File: src/rtl/ovf_irq_pkg.sv
package ovf_irq_pkg;
  localparam int ADDR_W = 12;
  localparam int DATA_W = 32;
  localparam logic [ADDR_W-1:0] OFS_ENA_SET = 12'hCB8;
  localparam logic [ADDR_W-1:0] OFS_ENA_CLR = 12'hCBC;
  localparam logic [ADDR_W-1:0] OFS_ENA_RD  = 12'hCC0;
  localparam logic [ADDR_W-1:0] OFS_STS_CLR = 12'hCC4;
  localparam logic [ADDR_W-1:0] OFS_STS_RD  = 12'hCC8;

  typedef struct packed {
    logic ena_set;
    logic ena_clr;
    logic sts_clr;
  } wr_strobe_t;
endpackage

File: src/rtl/ovf_reg_decode.sv
module ovf_reg_decode
  import ovf_irq_pkg::*;
#(
  parameter int NSRC = 24
) (
  input  logic              acc,
  input  logic              wr,
  input  logic [ADDR_W-1:0] addr,
  input  logic [DATA_W-1:0] wdata,
  input  logic [NSRC-1:0]   en_vec,
  input  logic [NSRC-1:0]   sts_vec,
  output wr_strobe_t        strb,
  output logic [NSRC-1:0]   wmask,
  output logic [DATA_W-1:0] rdata
);
  logic unused_wdata_hi;
  assign unused_wdata_hi = ^wdata[DATA_W-1:NSRC];
  assign wmask = wdata[NSRC-1:0];

  always_comb begin
    strb = '0;
    if (acc && wr) begin
      strb.ena_set = (addr == OFS_ENA_SET);
      strb.ena_clr = (addr == OFS_ENA_CLR);
      strb.sts_clr = (addr == OFS_STS_CLR);
    end
  end

  always_comb begin
    rdata = '0;
    if (!wr) begin
      if (addr == OFS_ENA_RD) rdata[NSRC-1:0] = en_vec;
      else if (addr == OFS_STS_RD) rdata[NSRC-1:0] = sts_vec;
    end
  end
endmodule

File: src/rtl/ovf_enable_mask.sv
module ovf_enable_mask #(
  parameter int NSRC = 24
) (
  input  logic            clk,
  input  logic            rst_n,
  input  logic            set_we,
  input  logic            clr_we,
  input  logic [NSRC-1:0] wmask,
  output logic [NSRC-1:0] en_vec
);
  for (genvar i = 0; i < NSRC; i++) begin : g_bit
    always_ff @(posedge clk) begin
      if (!rst_n) en_vec[i] <= 1'b0;
      else if (set_we && wmask[i]) en_vec[i] <= 1'b1;
      else if (clr_we && wmask[i]) en_vec[i] <= 1'b0;
    end


    ena_set_chk: assert property (@(posedge clk) disable iff (!rst_n)
      (set_we && wmask[i]) |=> en_vec[i]);

    ena_clr_chk: assert property (@(posedge clk) disable iff (!rst_n)
      (clr_we && !set_we && wmask[i]) |=> !en_vec[i]);
  end
endmodule

File: src/rtl/ovf_status_bank.sv
module ovf_status_bank #(
  parameter int NSRC = 24
) (
  input  logic            clk,
  input  logic            rst_n,
  input  logic [NSRC-1:0] pulse,
  input  logic            clr_we,
  input  logic [NSRC-1:0] wmask,
  output logic [NSRC-1:0] sts_vec
);
  for (genvar i = 0; i < NSRC; i++) begin : g_bit
    always_ff @(posedge clk) begin
      if (!rst_n) sts_vec[i] <= 1'b0;
      else if (pulse[i]) sts_vec[i] <= 1'b1;
      else if (clr_we && wmask[i]) sts_vec[i] <= 1'b0;
    end


    sts_set_chk: assert property (@(posedge clk) disable iff (!rst_n)
      pulse[i] |=> sts_vec[i]);

    sts_clr_chk: assert property (@(posedge clk) disable iff (!rst_n)
      (clr_we && wmask[i] && !pulse[i]) |=> !sts_vec[i]);

    sts_hold_chk: assert property (@(posedge clk) disable iff (!rst_n)
      (sts_vec[i] && !(clr_we && wmask[i])) |=> sts_vec[i]);

    sts_spurious_chk: assert property (@(posedge clk) disable iff (!rst_n)
      (!sts_vec[i] && !pulse[i]) |=> !sts_vec[i]);
  end
endmodule

File: src/rtl/ovf_rsp_stage.sv
module ovf_rsp_stage
  import ovf_irq_pkg::*;
(
  input  logic              clk,
  input  logic              rst_n,
  input  logic              req_valid,
  output logic              req_ready,
  output logic              acc,
  input  logic              wr,
  input  logic [DATA_W-1:0] rd_next,
  output logic              rsp_valid,
  input  logic              rsp_ready,
  output logic [DATA_W-1:0] rsp_rdata
);
  assign req_ready = !rsp_valid || rsp_ready;
  assign acc = req_valid && req_ready;

  always_ff @(posedge clk) begin
    if (!rst_n) begin
      rsp_valid <= 1'b0;
      rsp_rdata <= '0;
    end else if (acc) begin
      rsp_valid <= 1'b1;
      rsp_rdata <= wr ? '0 : rd_next;
    end else if (rsp_ready) begin
      rsp_valid <= 1'b0;
    end
  end


  rsp_stall_chk: assert property (@(posedge clk) disable iff (!rst_n)
    (rsp_valid && !rsp_ready) |=> (rsp_valid && $stable(rsp_rdata)));

  rsp_issue_chk: assert property (@(posedge clk) disable iff (!rst_n)
    acc |=> rsp_valid);
endmodule

File: src/rtl/ovf_irq_ctrl.sv
module ovf_irq_ctrl
  import ovf_irq_pkg::*;
#(
  parameter int NUM_BW  = 8,
  parameter int NUM_CNT = 16
) (
  input  logic              clk,
  input  logic              rst_n,
  input  logic [NUM_BW-1:0] bw_ovf,
  input  logic [NUM_CNT-1:0] cnt_ovf,
  input  logic              req_valid,
  output logic              req_ready,
  input  logic              req_write,
  input  logic [ADDR_W-1:0] req_addr,
  input  logic [DATA_W-1:0] req_wdata,
  output logic              rsp_valid,
  input  logic              rsp_ready,
  output logic [DATA_W-1:0] rsp_rdata,
  output logic              irq
);
  localparam int NSRC = NUM_BW + NUM_CNT;

  logic [NSRC-1:0]   pulse_vec;
  logic [NSRC-1:0]   en_vec;
  logic [NSRC-1:0]   sts_vec;
  logic [NSRC-1:0]   wmask;
  logic [DATA_W-1:0] rd_next;
  logic              acc;
  wr_strobe_t        strb;

  assign pulse_vec = {cnt_ovf, bw_ovf};

  ovf_rsp_stage u_rsp (
    .clk(clk), .rst_n(rst_n), .req_valid(req_valid), .req_ready(req_ready),
    .acc(acc), .wr(req_write), .rd_next(rd_next), .rsp_valid(rsp_valid),
    .rsp_ready(rsp_ready), .rsp_rdata(rsp_rdata)
  );

  ovf_reg_decode #(.NSRC(NSRC)) u_dec (
    .acc(acc), .wr(req_write), .addr(req_addr), .wdata(req_wdata),
    .en_vec(en_vec), .sts_vec(sts_vec), .strb(strb), .wmask(wmask),
    .rdata(rd_next)
  );

  ovf_enable_mask #(.NSRC(NSRC)) u_en (
    .clk(clk), .rst_n(rst_n), .set_we(strb.ena_set), .clr_we(strb.ena_clr),
    .wmask(wmask), .en_vec(en_vec)
  );

  ovf_status_bank #(.NSRC(NSRC)) u_sts (
    .clk(clk), .rst_n(rst_n), .pulse(pulse_vec), .clr_we(strb.sts_clr),
    .wmask(wmask), .sts_vec(sts_vec)
  );

  assign irq = |(sts_vec & en_vec);


  irq_rise_chk: assert property (@(posedge clk) disable iff (!rst_n)
    $rose(irq) |-> ($past(|pulse_vec) || $past(strb.ena_set)));

  irq_fall_chk: assert property (@(posedge clk) disable iff (!rst_n)
    $fell(irq) |-> ($past(strb.ena_clr) || $past(strb.sts_clr)));

  strobe_excl_chk: assert property (@(posedge clk) disable iff (!rst_n)
    !(acc && req_write) |=> ($stable(en_vec) && ((sts_vec & ~$past(sts_vec | pulse_vec)) == '0)));
endmodule

File: config.mk
export PLATFORM = sky130hd
export DESIGN_NAME = ovf_irq_ctrl
export DESIGN_NICKNAME = d
export VERILOG_FILES = /design/src/rtl/ovf_irq_pkg.sv /design/src/rtl/ovf_reg_decode.sv /design/src/rtl/ovf_enable_mask.sv /design/src/rtl/ovf_status_bank.sv /design/src/rtl/ovf_rsp_stage.sv /design/src/rtl/ovf_irq_ctrl.sv
export SDC_FILE = /design/constraint.sdc
export NUM_CORES = 1
export LEC_CHECK = 0
export ABC_AREA = 1
export BUFFER_PORTS_ARGS = -buffer_cell sky130_fd_sc_hd__buf_2
export CAP_MARGIN = 0
export CORE_UTILIZATION = 55
export DETAILED_ROUTE_END_ITERATION = 16
export GPL_TIMING_DRIVEN = 0
export PLACE_DENSITY = 0.81
export RECOVER_POWER = 25
export SETUP_SLACK_MARGIN = 0.3
export SLEW_MARGIN = 15
export SYNTH_ARGS = -nofsm -noshare
export SYNTH_HDL_FRONTEND = slang
export SYNTH_HIERARCHICAL = 1
export SYNTH_SLANG_ARGS = --single-unit
export TNS_END_PERCENT = 30
File: constraint.sdc
create_clock -name clk -period 2.1 [get_ports clk]
set_input_delay 0.21 -clock clk [delete_from_list [all_inputs] [get_ports clk]]
set_output_delay 0.21 -clock clk [all_outputs]
set_load 0.005 [all_outputs]
==> impl_metrics.env <==
export IMPL_synth_cells=688
export IMPL_boundaryPins=108
export IMPL_areaGrowthSynthToFinish_pct=18.5
export IMPL_hold_depth=3
export IMPL_synthesis_area_um2=4580
export IMPL_diodes=0
export IMPL_critPathCaptureType="flip-flop"
export IMPL_clkTransAtPathRegs_ps=80
export IMPL_min_period_over_period_pct=82.0
export IMPL_syn_area_per_cell_um2=6.66
export IMPL_cts_num_sinks=81
export IMPL_hold_viol=0
export IMPL_drtPass1Iterations=5
export IMPL_wl_per_cell_um=13.8
export IMPL_comb_power_share_pct=13.7
export IMPL_synth_warnings=6
export IMPL_layout_common_cells="226 x nand2_1, 81 x buf_2, 81 x dfxtp_1, 80 x nand3_1, 74 x nor2_1"
export IMPL_clockBufferDepth=2
export IMPL_htreeDepth=3
export IMPL_gp_congestion=0.887
export IMPL_drv_slew=0
export IMPL_crit_required_ps=2340
export IMPL_rsz0062_at_grt="no"
export IMPL_final_common_cell="nand2_1"
export IMPL_slew_headroom_pct=66.0
export IMPL_rows=32
export IMPL_design_area_um2=5430
export IMPL_finClkSkew_ps=10.9
export IMPL_p_leak_uw=0.00242
export IMPL_chipHeight_um=93.2
export IMPL_cts_buffers=9
export IMPL_fin_util_pct=68.8
export IMPL_grt_first_pass_wirelength_um=20300
export IMPL_dp_hpwl_um=8920
export IMPL_synth_ff_latch_count=81
export IMPL_sequentialPowerShare_pct=49.4
export IMPL_ir_worst_vdd_uv=344
export IMPL_cp_max_fo=10
export IMPL_io_buffers=75
export IMPL_swShare_pct=25.9
export IMPL_ctsHoldBuffers=0
export IMPL_num_vias=4729
export IMPL_initial_core_util_pct=58.1
export IMPL_core_um2=7890
export IMPL_setup_slack_ps=378
export IMPL_fp_dieArea_um2=8690
export IMPL_final_min_clock_period_ps=1720
export IMPL_placed_cell_area_um2=5110
export IMPL_r2r_cells=9
export IMPL_netlist_cell_type_count=23
export IMPL_p_total_uw=3350
export IMPL_final_cells=897
export IMPL_drt_iter0_drc=372
export IMPL_cts_tree="built"
export IMPL_tightest_slew_ps=510
export IMPL_cap_viol_max_count=0
export IMPL_dp_slack_ps=-42.3
export IMPL_clk_insertion_delay_late_ps=350
export IMPL_drive_above_1_share_pct=24.4
export IMPL_vias_per_cell=5.27
export IMPL_yosysSeqAreaShare_pct=35.4
export IMPL_dpl_cell_count=872
export IMPL_gr_total_overflow=0
export IMPL_switching_power_uw=869
export IMPL_worst_setup_path_type="flip-flop to flip-flop"
export IMPL_setup_viol=0
export IMPL_root_buffer="clkbuf_8"
export IMPL_clockPowerShare_pct=36.8
export IMPL_antenna_found_initial=0
export IMPL_drc_errors=0
export IMPL_outcome="finished clean"
export IMPL_power_density_nw_per_um2=617
export IMPL_nets=863
export IMPL_max_freq_mhz=581
export IMPL_internal_power_uw=2480
export IMPL_grt_pass1_vias=4347
export IMPL_worstPathArrival_ps=1960
export IMPL_grt_max_degree=14
export IMPL_route_antenna_remaining_nets=0
export IMPL_cp_start_kind="flip-flop"
export IMPL_fp_dieW_um=93.2
export IMPL_drt_wl_total_um=12400
export IMPL_grt_total_usage_pct=29.7
export IMPL_hold_path_class="primary input to flip-flop"
==> layout make-up <==
type                       instances  area [µm²]
fill                             724        2460
clock buffer                      11         131
multi-input combinational        502        2340
tap                              102         128
clock inverter                     5        80.1
inverter                          38         143
buffer                            74         536
sequential                        81        1620
timing repair buffer              84         445
==> critical path, stage by stage (launching register included) <==
cell,delay (ps)
dfxtp_1,340
a21oi_2,180
buf_6,150
and3_4,200
nand3_1,120
nor2_4,200
buf_4,230
nand2_1,70
nand2_1,70
a21oi_2,50
==> cell families after synthesis <==
kind of cell | count (synthesis) | share of synthesized area [%]
and+or+nand+nor | 396 | 35.7
buffers and inverters | 112 | 14.7
other | 1 | 0.0819
AOI/OAI and AO/OA | 98 | 14.1
DFF | 81 | 35.4
==> power groups by stage <==
stage / combinational (µW) / clock [µW] / sequential [µW]
2_1_floorplan: 295 / 0 / 1680
3_3_place_gp: 435 / 0 / 1690
3_5_place_dp: 447 / 0 / 1690
4_1_cts: 453 / 1250 / 1650
5_1_grt: 518 / 1310 / 1660
6_report: 460 / 1230 / 1660
==> sequential cells by signal (all words and copies together) (netlist names) <==
name / count
u_rsp/rsp_rdata: 32
u_sts/sts_vec: 24
u_en/en_vec: 24
u_rsp/rsp_valid: 1
==> cell usage after synthesis, drive strengths merged <==
cell | number | area share (%)
nor2 | 82 | 7.4
nand2 | 228 | 19
a21boi | 25 | 4.1
a21oi | 73 | 10
clkbuf | 5 | 0.41
buf | 69 | 11
nor3b | 1 | 0.16
nand3 | 81 | 8.9
and3 | 1 | 0.14
dfxtp | 81 | 35
nand4 | 2 | 0.27
nor3 | 1 | 0.11
conb | 1 | 0.082
inv | 38 | 3.1
==> what timing repair did <==
item	CTS	global route
cloned	2	0
buffers inserted	4	3
resized for setup	8	3
setup endpoints to repair	46	44
pin swaps	2	3
==> metal layers <==
metal | track usage, % | vias to the layer above | routed length [µm]
li1 | - | 2353 | -
met1 | 38.8 | 2140 | 5390
met2 | 49.9 | 217 | 5910
met3 | 3.58 | 19 | 856
met4 | 11.3 | 0 | 235
met5 | 0 | - | 0
==> path summary, 6_finish.rpt <==
| kind | start | endpoint | slack, ps |
|---|---|---|---|
| max | u_rsp/rsp_valid | u_en/en_vec[2] | 380 |
| min | bw_ovf[3] | u_sts/sts_vec[3] | 90 |
| max reg2reg | u_rsp/rsp_valid | u_en/en_vec[2] | 380 |
| min reg2reg | u_rsp/rsp_rdata[25] | u_rsp/rsp_rdata[25] | 480 |
==> through the flow <==
stage	hold slack [ps]	setup TNS [ps]
2_1_floorplan	344	0
3_3_place_gp	448	0
3_5_place_dp	455	-404
4_1_cts	78.7	0
5_1_grt	80.0	0
6_report	86.1	0
(Power assumes the default switching activity.)
